$ cat src/rtl/devbits_pkg.sv
package devbits_pkg;

  typedef struct packed {
    logic captureHdr;
    logic applyFrame;
  } strobes_t;

  typedef enum logic [1:0] {
    RX_IDLE     = 2'd0,
    RX_HAVE_HDR = 2'd1,
    RX_DRAIN    = 2'd2
  } rxState_e;

endpackage

$ cat src/rtl/devbits_ctrl.sv
module devbits_ctrl
  import devbits_pkg::*;
#(
  parameter int TYPE_W = 8,
  parameter logic [TYPE_W-1:0] TYPE_CODE = 8'hA1
) (
  input  logic              clk,
  input  logic              rst_n,
  input  logic              inValid,
  input  logic              inSof,
  input  logic              inEof,
  input  logic [TYPE_W-1:0] typeField,
  output strobes_t          strobes,
  output logic              dropPulse
);

  rxState_e state, nextState;
  logic     dropNext;

  always_comb begin
    nextState = state;
    strobes   = '0;
    dropNext  = 1'b0;
    if (inValid) begin
      if (inSof) begin
        // A start while a header is held ends that frame early.
        if (state == RX_HAVE_HDR) dropNext = 1'b1;
        if (inEof) begin
          dropNext  = 1'b1;
          nextState = RX_IDLE;
        end else if (typeField == TYPE_CODE) begin
          strobes.captureHdr = 1'b1;
          nextState          = RX_HAVE_HDR;
        end else begin
          dropNext  = 1'b1;
          nextState = RX_DRAIN;
        end
      end else begin
        case (state)
          RX_HAVE_HDR: begin
            if (inEof) begin
              strobes.applyFrame = 1'b1;
              nextState          = RX_IDLE;
            end else begin
              dropNext  = 1'b1;
              nextState = RX_DRAIN;
            end
          end
          RX_DRAIN: if (inEof) nextState = RX_IDLE;
          default: ;
        endcase
      end
    end
  end

  always_ff @(posedge clk or negedge rst_n) begin
    if (!rst_n) begin
      state     <= RX_IDLE;
      dropPulse <= 1'b0;
    end else begin
      state     <= nextState;
      dropPulse <= dropNext;
    end
  end

  // an apply is only possible on a non-start word
  assert_apply_not_start_R1: assert property (@(posedge clk) disable iff (!rst_n)
    strobes.applyFrame |-> (inValid && !inSof && inEof));

  // a dropped word never applies in the same cycle
  assert_drop_excl_apply_R9: assert property (@(posedge clk) disable iff (!rst_n)
    strobes.applyFrame |=> !dropPulse);

endmodule

$ cat src/rtl/devbits_dp.sv
module devbits_dp
  import devbits_pkg::*;
#(
  parameter int DATA_W    = 32,
  parameter int TAG_COUNT = 32
) (
  input  logic                 clk,
  input  logic                 rst_n,
  input  strobes_t             strobes,
  input  logic [DATA_W-1:0]    inData,
  input  logic [TAG_COUNT-1:0] swSetTags,
  input  logic                 irqAck,
  input  logic                 bdWe,
  input  logic                 bdBusy,
  input  logic                 bdDrq,
  output logic [7:0]           shadowError,
  output logic [7:0]           shadowStatus,
  output logic [TAG_COUNT-1:0] outstanding,
  output logic [TAG_COUNT-1:0] completedPulse,
  output logic                 irqPending
);

  localparam int ERR_LSB  = 24;
  localparam int HI_LSB   = 20;
  localparam int LO_LSB   = 16;
  localparam int IRQ_BIT  = 14;
  localparam int BSY_BIT  = 7;
  localparam int DRQ_BIT  = 3;

  logic [7:0] hdrErr;
  logic [2:0] hdrHi, hdrLo;
  logic       hdrIrq;
  logic       applyNow;

  assign applyNow = strobes.applyFrame;

  always_ff @(posedge clk or negedge rst_n) begin
    if (!rst_n) begin
      hdrErr <= '0;
      hdrHi  <= '0;
      hdrLo  <= '0;
      hdrIrq <= 1'b0;
    end else if (strobes.captureHdr) begin
      hdrErr <= inData[ERR_LSB +: 8];
      hdrHi  <= inData[HI_LSB +: 3];
      hdrLo  <= inData[LO_LSB +: 3];
      hdrIrq <= inData[IRQ_BIT];
    end
  end

  always_ff @(posedge clk or negedge rst_n) begin
    if (!rst_n) begin
      shadowError  <= '0;
      shadowStatus <= '0;
    end else begin
      if (applyNow) begin
        shadowError       <= hdrErr;
        shadowStatus[6:4] <= hdrHi;
        shadowStatus[2:0] <= hdrLo;
      end
      if (bdWe) begin
        shadowStatus[BSY_BIT] <= bdBusy;
        shadowStatus[DRQ_BIT] <= bdDrq;
      end
    end
  end

  always_ff @(posedge clk or negedge rst_n) begin
    if (!rst_n) begin
      irqPending <= 1'b0;
    end else if (applyNow && hdrIrq && !shadowStatus[BSY_BIT] && !shadowStatus[DRQ_BIT]) begin
      irqPending <= 1'b1;
    end else if (irqAck) begin
      irqPending <= 1'b0;
    end
  end

  for (genvar g = 0; g < TAG_COUNT; g++) begin : gTag
    logic hitTag;
    assign hitTag = applyNow && inData[g];
    always_ff @(posedge clk or negedge rst_n) begin
      if (!rst_n) begin
        outstanding[g]    <= 1'b0;
        completedPulse[g] <= 1'b0;
      end else begin
        outstanding[g]    <= (outstanding[g] | swSetTags[g]) & ~hitTag;
        completedPulse[g] <= hitTag & outstanding[g];
      end
    end
  end

  // a frame with no busy/drq write keeps both bits
  assert_bsy_drq_kept_R4: assert property (@(posedge clk) disable iff (!rst_n)
    (applyNow && !bdWe) |=> ($stable(shadowStatus[BSY_BIT]) && $stable(shadowStatus[DRQ_BIT])));

  // a rising interrupt needs busy and drq clear the cycle before
  assert_irq_needs_idle_R5: assert property (@(posedge clk) disable iff (!rst_n)
    $rose(irqPending) |-> $past(!shadowStatus[BSY_BIT] && !shadowStatus[DRQ_BIT]));

  // an acknowledge with no apply clears the flag
  assert_ack_clears_R6: assert property (@(posedge clk) disable iff (!rst_n)
    (irqAck && !applyNow) |=> !irqPending);

  // retired tags were outstanding and are now clear
  assert_retired_subset_R7: assert property (@(posedge clk) disable iff (!rst_n)
    1'b1 |=> (((completedPulse & ~$past(outstanding)) == '0) && ((completedPulse & outstanding) == '0)));

  // without an apply the error register holds
  assert_error_hold_R2: assert property (@(posedge clk) disable iff (!rst_n)
    !applyNow |=> $stable(shadowError));

endmodule

$ cat src/rtl/devbits_rx.sv
module devbits_rx
  import devbits_pkg::*;
#(
  parameter int DATA_W    = 32,
  parameter int TAG_COUNT = 32,
  parameter int TYPE_W    = 8,
  parameter logic [TYPE_W-1:0] TYPE_CODE = 8'hA1
) (
  input  logic                 clk,
  input  logic                 rst_n,
  input  logic                 inValid,
  input  logic                 inSof,
  input  logic                 inEof,
  input  logic [DATA_W-1:0]    inData,
  input  logic [TAG_COUNT-1:0] swSetTags,
  input  logic                 irqAck,
  input  logic                 bdWe,
  input  logic                 bdBusy,
  input  logic                 bdDrq,
  output logic [7:0]           shadowError,
  output logic [7:0]           shadowStatus,
  output logic [TAG_COUNT-1:0] outstanding,
  output logic [TAG_COUNT-1:0] completedPulse,
  output logic                 irqPending,
  output logic                 dropPulse
);

  strobes_t strobes;

  devbits_ctrl #(.TYPE_W(TYPE_W), .TYPE_CODE(TYPE_CODE)) uCtrl (
    .clk       (clk),
    .rst_n     (rst_n),
    .inValid   (inValid),
    .inSof     (inSof),
    .inEof     (inEof),
    .typeField (inData[TYPE_W-1:0]),
    .strobes   (strobes),
    .dropPulse (dropPulse)
  );

  devbits_dp #(.DATA_W(DATA_W), .TAG_COUNT(TAG_COUNT)) uDp (
    .clk            (clk),
    .rst_n          (rst_n),
    .strobes        (strobes),
    .inData         (inData),
    .swSetTags      (swSetTags),
    .irqAck         (irqAck),
    .bdWe           (bdWe),
    .bdBusy         (bdBusy),
    .bdDrq          (bdDrq),
    .shadowError    (shadowError),
    .shadowStatus   (shadowStatus),
    .outstanding    (outstanding),
    .completedPulse (completedPulse),
    .irqPending     (irqPending)
  );

  // a drop never coincides with retired tags
  assert_drop_no_retire_R9: assert property (@(posedge clk) disable iff (!rst_n)
    dropPulse |-> (completedPulse == '0));

endmodule

$ cat config.mk
export PLATFORM = sky130hd
export DESIGN_NAME = devbits_rx
export DESIGN_NICKNAME = d
export VERILOG_FILES = /design/src/rtl/devbits_pkg.sv /design/src/rtl/devbits_ctrl.sv /design/src/rtl/devbits_dp.sv /design/src/rtl/devbits_rx.sv
export SDC_FILE = /design/constraint.sdc
export NUM_CORES = 1
export LEC_CHECK = 0
export BUFFER_PORTS_ARGS = -buffer_cell sky130_fd_sc_hd__buf_4
export CAP_MARGIN = 20
export CORE_MARGIN = 1.5
export CORE_UTILIZATION = 40
export DETAILED_ROUTE_END_ITERATION = 8
export PLACE_DENSITY = 0.71
export SYNTH_ARGS = -nofsm -noshare
export SYNTH_HDL_FRONTEND = slang
export SYNTH_HIERARCHICAL = 1
export SYNTH_SLANG_ARGS = --single-unit
$ cat constraint.sdc
create_clock -name clk -period 1.5 [get_ports clk]
set_clock_uncertainty 0.05 [all_clocks]
set_input_delay 0.225 -clock clk [delete_from_list [all_inputs] [get_ports clk]]
set_output_delay 0.225 -clock clk [all_outputs]
set_load 0.01 [all_outputs]
==> results of run 1 <==
## through the flow
step                      power, W  hold WS (ns)
final                      0.00484        0.0234
after global routing       0.00505       0.00523
after CTS                  0.00488       0.00139
after detailed placement   0.00305         0.278
after global placement     0.00305         0.277
after floorplan            0.00279        -0.121
## cell families after synthesis
| kind of cell | count (synthesis) | share of synthesized area |
|---|---|---|
| buf+inv | 15 | 0.0374 |
| mux | 31 | 0.117 |
| compound gates | 41 | 0.0623 |
| flops | 99 | 0.674 |
| simple gates | 74 | 0.109 |
## final timing paths
kind | from | end | cells past startpoint
max in group asynchronous | rst_n | uDp/shadowStatus[7] | 3
max | uCtrl/state[0] | uDp/shadowError[7] | 5
min in group asynchronous | rst_n | uDp/completedPulse[19] | 3
min reg2reg | uDp/hdrErr[0] | uDp/shadowError[0] | 1
max reg2reg | uCtrl/state[0] | uDp/shadowError[7] | 5
min | inData[14] | uDp/outstanding[14] | 2
## repair_timing
item / 4_1_cts / 5_1_grt
setup endpoints to repair: 32 / 56
gates resized for setup: 6 / 7
pin swaps: 1 / 1
setup buffers: 3 / 3
hold endpoints to repair: 119 / 5
gates cloned: 1 / 1
hold buffers: 21 / 5
## sequential cells by signal, indices dropped and copies added, names as in the netlist
name	cells
uDp/hdrIrq	1
uCtrl/state	2
uDp/hdrLo	3
uCtrl/dropPulse	1
uDp/hdrHi	3
uDp/shadowError	8
uDp/shadowStatus	8
uDp/completedPulse	32
uDp/hdrErr	8
uDp/irqPending	1
uDp/outstanding	32
## metal layers
layer	track usage	wire [um]	up-vias
li1	-	-	1308
met1	0.240	3920	1308
met2	0.287	4350	109
met3	0.0525	590	12
met4	0.0692	150	0
met5	0	0	-
## layout make-up
class | instances | area share
Sequential cell | 99 | 0.443
Timing Repair Buffer | 204 | 0.299
Multi-Input combinational cell | 146 | 0.194
Clock buffer | 12 | 0.0277
Tap cell | 108 | 0.0242
Clock inverter | 4 | 0.00984
Inverter | 4 | 0.00268
## worst max-delay path, delay by kind of cell, from the launching register on
kind	cells	cell delay, ns
buffers and inverters	3	0.40
DFF	1	0.38
muxes	1	0.30
and+or+nand+nor	1	0.29
## power by group
group | internal [W] | switching, W
Combinational | 0.000216 | 0.000148
Clock | 0.000877 | 0.000899
Sequential | 0.00268 | 0.0000143
Total | 0.00378 | 0.00106
## placed cells by master (no fill, tap or decap), drive strengths merged, types with 4 or more instances in the layout
| cell | n |
|---|---|
| buf | 177 |
| dfrtp | 99 |
| a21oi | 35 |
| nor2 | 33 |
| and3 | 32 |
| mux2 | 31 |
| dlygate4sd3 | 26 |
| clkbuf | 13 |
| inv | 6 |
| nand2 | 4 |
==> metrics.cfg, run 1 <==
[worst_setup_path]
timing.reg2reg.setup_slack_ns = -0.04
crit_fanout = 8
slowest_delay_ns = 0.38
critPathRequiredTime_ns = 1.68
startpoint_type = register
arrival_ns = 1.73
critPathSlowestCell = dfrtp_1
path_cells = inv_2 -> nor4_4 -> buf_4 -> buf_12 -> mux2_4
path_class = register to register
cp-end-kind = register

[grt]
overflow = 0
grt_pass1_wl_um = 14000
grt_start_max_net_pins = 100
grt_antenna_before_repair = 0
grt_pass1_vias = 2805
grtUsageTotal = 0.182

[routing]
first_pass_iters = 8
viasPerCell = 4.74
detail-route-antenna-nets = 0
wirelength_um = 9010
drt_iter0_markers = 111
vias = 2737
drcViolationCount = 13
drt-wirelength-per-cell_um = 15.6

[clocking]
cts_tree = done
clock_path_buffers = 2
cts.sinks = 99
clock-root-buffer = clkbuf_8
cts_buffers = 9
clkLatencyLatePin_ns = 0.35
cts.clk_slew.worst_paths_ns = 0.09
htree_levels = 3

[timing]
max_freq_mhz = 647
rsz0062_at_grt = yes
final_hold_viol_count = 0
setup_viol = 11
fin_crit_ns = 1.54
tns_ns = -0.397
maxSlewHeadroom = 0.657
drv_slew = 0
worstMarginPinSlew_ns = 0.515
setup_slack_ns = -0.0444
post-route-period-util = 1.03

[final_layout]
fillerInstances = 683
finalInstanceArea_um2 = 5590
seq_area_um2 = 2480
final_util = 0.635
drive_above_1_share = 0.493
num_antenna_cells = 0
nNetsFinal = 537
fin_cells = 577
area_growth_pct = 52.2
multi_input_comb_area_um2 = 1080

[floorplanning]
core_area_um2 = 8810
dieArea_um2 = 9770
io_pins = 155
fp.dieH_um = 98.9
fp-row-count = 34
start_util = 0.417
die_w_um = 98.9

[synth]
synthTopCellsByArea = dfrtp_1 (67%), mux2_4 (9.0%), and3_1 (5.4%), a21oi_1 (4.8%), nor2_1 (3.4%)
synth_cell_types = 23
syn_nets = 333
syn_inst = 260
synth_area_per_cell_um2 = 14.1
yosysWarnings = 6
seq_area_frac_synth = 0.674
synth-edff-count = 0
async_flop_share = 1.00
syn-cell-area_um2 = 3670
synth_most_common_cell = dfrtp_1
synth_area_leader_cell = dfrtp_1
yosysTopAreaCellShare = 0.674
synth_seq_cells = 99
synthTopCellsByCount = dfrtp_1 (99), a21oi_1 (35), nor2_1 (33), and3_1 (32), mux2_4 (22)
synth_top_flop_cell = dfrtp_1

[place]
hpwl_um = 5940
placed_cell_area_um2 = 5000
place_ws_ns = -0.127
gp_congestion = 0.798
dpl.cell_count = 527
port_buffers = 154

[power]
power.leakage_nw = 2.83
vdd_drop_max_v = 0.000542
powerDensity_nw_per_um2 = 865

[status]
violations = design-rule violations, negative setup slack
outcome = finished with violations

[min_path]
hp-class = input pin to register

[run]
drv_cap = 0

Note: power is estimated with default switching activity, not from simulation.
==> inputs of run 2 (changes only) <==
--- a/config.mk
+++ b/config.mk
@@ -7,10 +7,11 @@
 export LEC_CHECK = 0
 export BUFFER_PORTS_ARGS = -buffer_cell sky130_fd_sc_hd__buf_4
 export CAP_MARGIN = 20
+export CORE_ASPECT_RATIO = 0.75
 export CORE_MARGIN = 1.5
 export CORE_UTILIZATION = 40
 export DETAILED_ROUTE_END_ITERATION = 8
-export PLACE_DENSITY = 0.71
+export PLACE_DENSITY = 0.69
 export SYNTH_ARGS = -nofsm -noshare
 export SYNTH_HDL_FRONTEND = slang
 export SYNTH_HIERARCHICAL = 1
==> constraint.sdc (replaced) <==
create_clock -name clk -period 1.6 [get_ports clk]
set_clock_uncertainty 0.05 [all_clocks]
set_input_delay 0.24 -clock clk [delete_from_list [all_inputs] [get_ports clk]]
set_output_delay 0.24 -clock clk [all_outputs]
set_load 0.01 [all_outputs]
==> run 2 against run 1 <==
  * The flow now finishes without violations
  * Non-clock buffer count decreased by 35
  * First-iteration DRC count unchanged
  * Sequential share of layout area up 2.2 points
  * Power increased by 1.2%
  * Routed wire length fell by 12%
  * Largest power group unchanged
  * Hold slack improved by 0.0029 ns
  * Global-route usage is 1.6 points lower
  * Register-to-register slack improved by 0.10 ns
  * Die area about the same
  * Via count down 5.9%
  * Count of clock-buffer cells in the layout rose by 2
  * Largest cell class unchanged
==> metrics.cfg, run 2 (synthesis gave the netlist of run 1 again) <==
[grt]
grtUsageTotal = 0.167
grt_pass1_wl_um = 12600
grt_pass1_vias = 2618
grt_antenna_before_repair = 0
grt_start_max_net_pins = 100
overflow = 0

[power]
powerDensity_nw_per_um2 = 919
power.leakage_nw = 2.72
vdd_drop_max_v = 0.000573
finalPower_w = 0.00490

[final_layout]
drive_above_1_share = 0.510
largestRegisters = uDp/completedPulse: 32 flops, uDp/outstanding: 32 flops
num_antenna_cells = 0
final_common_cell = buf_4
final_cell_mix = buf_4 (163), dfrtp_1 (99), a21oi_1 (35)
area_growth_pct = 45.0
fin_cells = 545
nNetsFinal = 502

[floorplanning]
fp.dieH_um = 86.0
fp-row-count = 30
start_util = 0.410
io_pins = 155
core_area_um2 = 8970
dieArea_um2 = 9780
die_w_um = 114

[worst_setup_path]
startpoint_type = register
critPathLaunch = uCtrl/state[0]
timing.reg2reg.setup_slack_ns = 0.06
r2r_start = uCtrl/state[0]
path_class = register to register
cp-end-kind = register
arrival_ns = 1.71
critPathRequiredTime_ns = 1.77
crit_fanout = 14

[routing]
drt-wirelength-per-cell_um = 14.6
wirelength_um = 7950
drcViolationCount = 0
vias = 2576
viasPerCell = 4.73
detail-route-antenna-nets = 0
first_pass_iters = 4
drt_iter0_markers = 111

[min_path]
hp-class = input pin to register
hold_start = inData[10]

[clocking]
cts.clk_slew.worst_paths_ns = 0.06
clock_path_buffers = 2
clock-root-buffer = clkbuf_16
clkLatencyLatePin_ns = 0.33
cts_buffers = 9
htree_levels = 3
cts_tree = done
cts.sinks = 99

[timing]
tns_ns = 0
post-route-period-util = 0.963
rsz0062_at_grt = yes
fin_crit_ns = 1.54
maxSlewHeadroom = 0.661
final_hold_viol_count = 0
worstMarginPinSlew_ns = 0.508
max_freq_mhz = 649
setup_viol = 0
drv_slew = 0

[place]
dpl.cell_count = 527
hpwl_um = 5710
port_buffers = 154
gp_congestion = 0.708

[status]
outcome = completed

[run]
drv_cap = 0

run 2: final timing paths:
check	endpoint	cells past startpoint
max in group asynchronous	uDp/hdrErr[3]	3
min in group asynchronous	uDp/shadowStatus[3]	3
hold / removal	uDp/outstanding[10]	2
setup / recovery	uDp/shadowStatus[4]	4
setup reg to reg	uDp/shadowStatus[4]	4
hold reg to reg	uDp/shadowStatus[5]	1
run 2: timing repair:
item | 4_1_cts | 5_1_grt
hold buffers | 1 | 0
setup buffers | 0 | 2
endpoints found under the hold margin | 99 | 0
gates resized for setup | 3 | 2
setup endpoints to repair | 27 | 38
run 2: layout make-up:
cell class | instances | area, um2
repair buffers | 169 | 1320
multi-input cells | 146 | 1080
fillers | 742 | 3640
flip-flops and latches | 99 | 2480
clock inverters | 1 | 5.00
inverters | 4 | 15.0
well taps | 112 | 140
clock buffers | 14 | 294
run 2: metrics by stage:
stage                     hold slack [ns]  cell area, um2  setup WS [ns]  utilization
after floorplan                    -0.106            3670          0.126            -
after detailed placement            0.289            4980        -0.0914        0.556
after CTS                          0.0128            5310         0.0101        0.592
after global placement              0.284            4980        -0.0431        0.556
final                              0.0263            5330         0.0590        0.594
after global routing               0.0132            5330       -0.00675        0.594
run 2: critical path, stage by stage, from the launching register on:
cell     delay, ns
dfrtp_1       0.39
inv_2         0.07
nor4_4        0.32
buf_6         0.25
mux2_2        0.35
run 2: metal layers:
metal	share of wire	vias up	routed length, um	GRT usage
li1	-	1236	-	-
met1	0.43	1230	3420	0.208
met2	0.47	103	3710	0.259
met3	0.095	7	757	0.0813
met4	0.0087	0	69	0.0477
met5	0	-	0	0
run 2: power breakdown:
part           leakage [nW]  internal, W  switching, W  total (W)
combinational          1.36     0.000156      0.000118   0.000274
clock                 0.151      0.00125      0.000836    0.00209
sequential             1.21      0.00252     0.0000132    0.00253
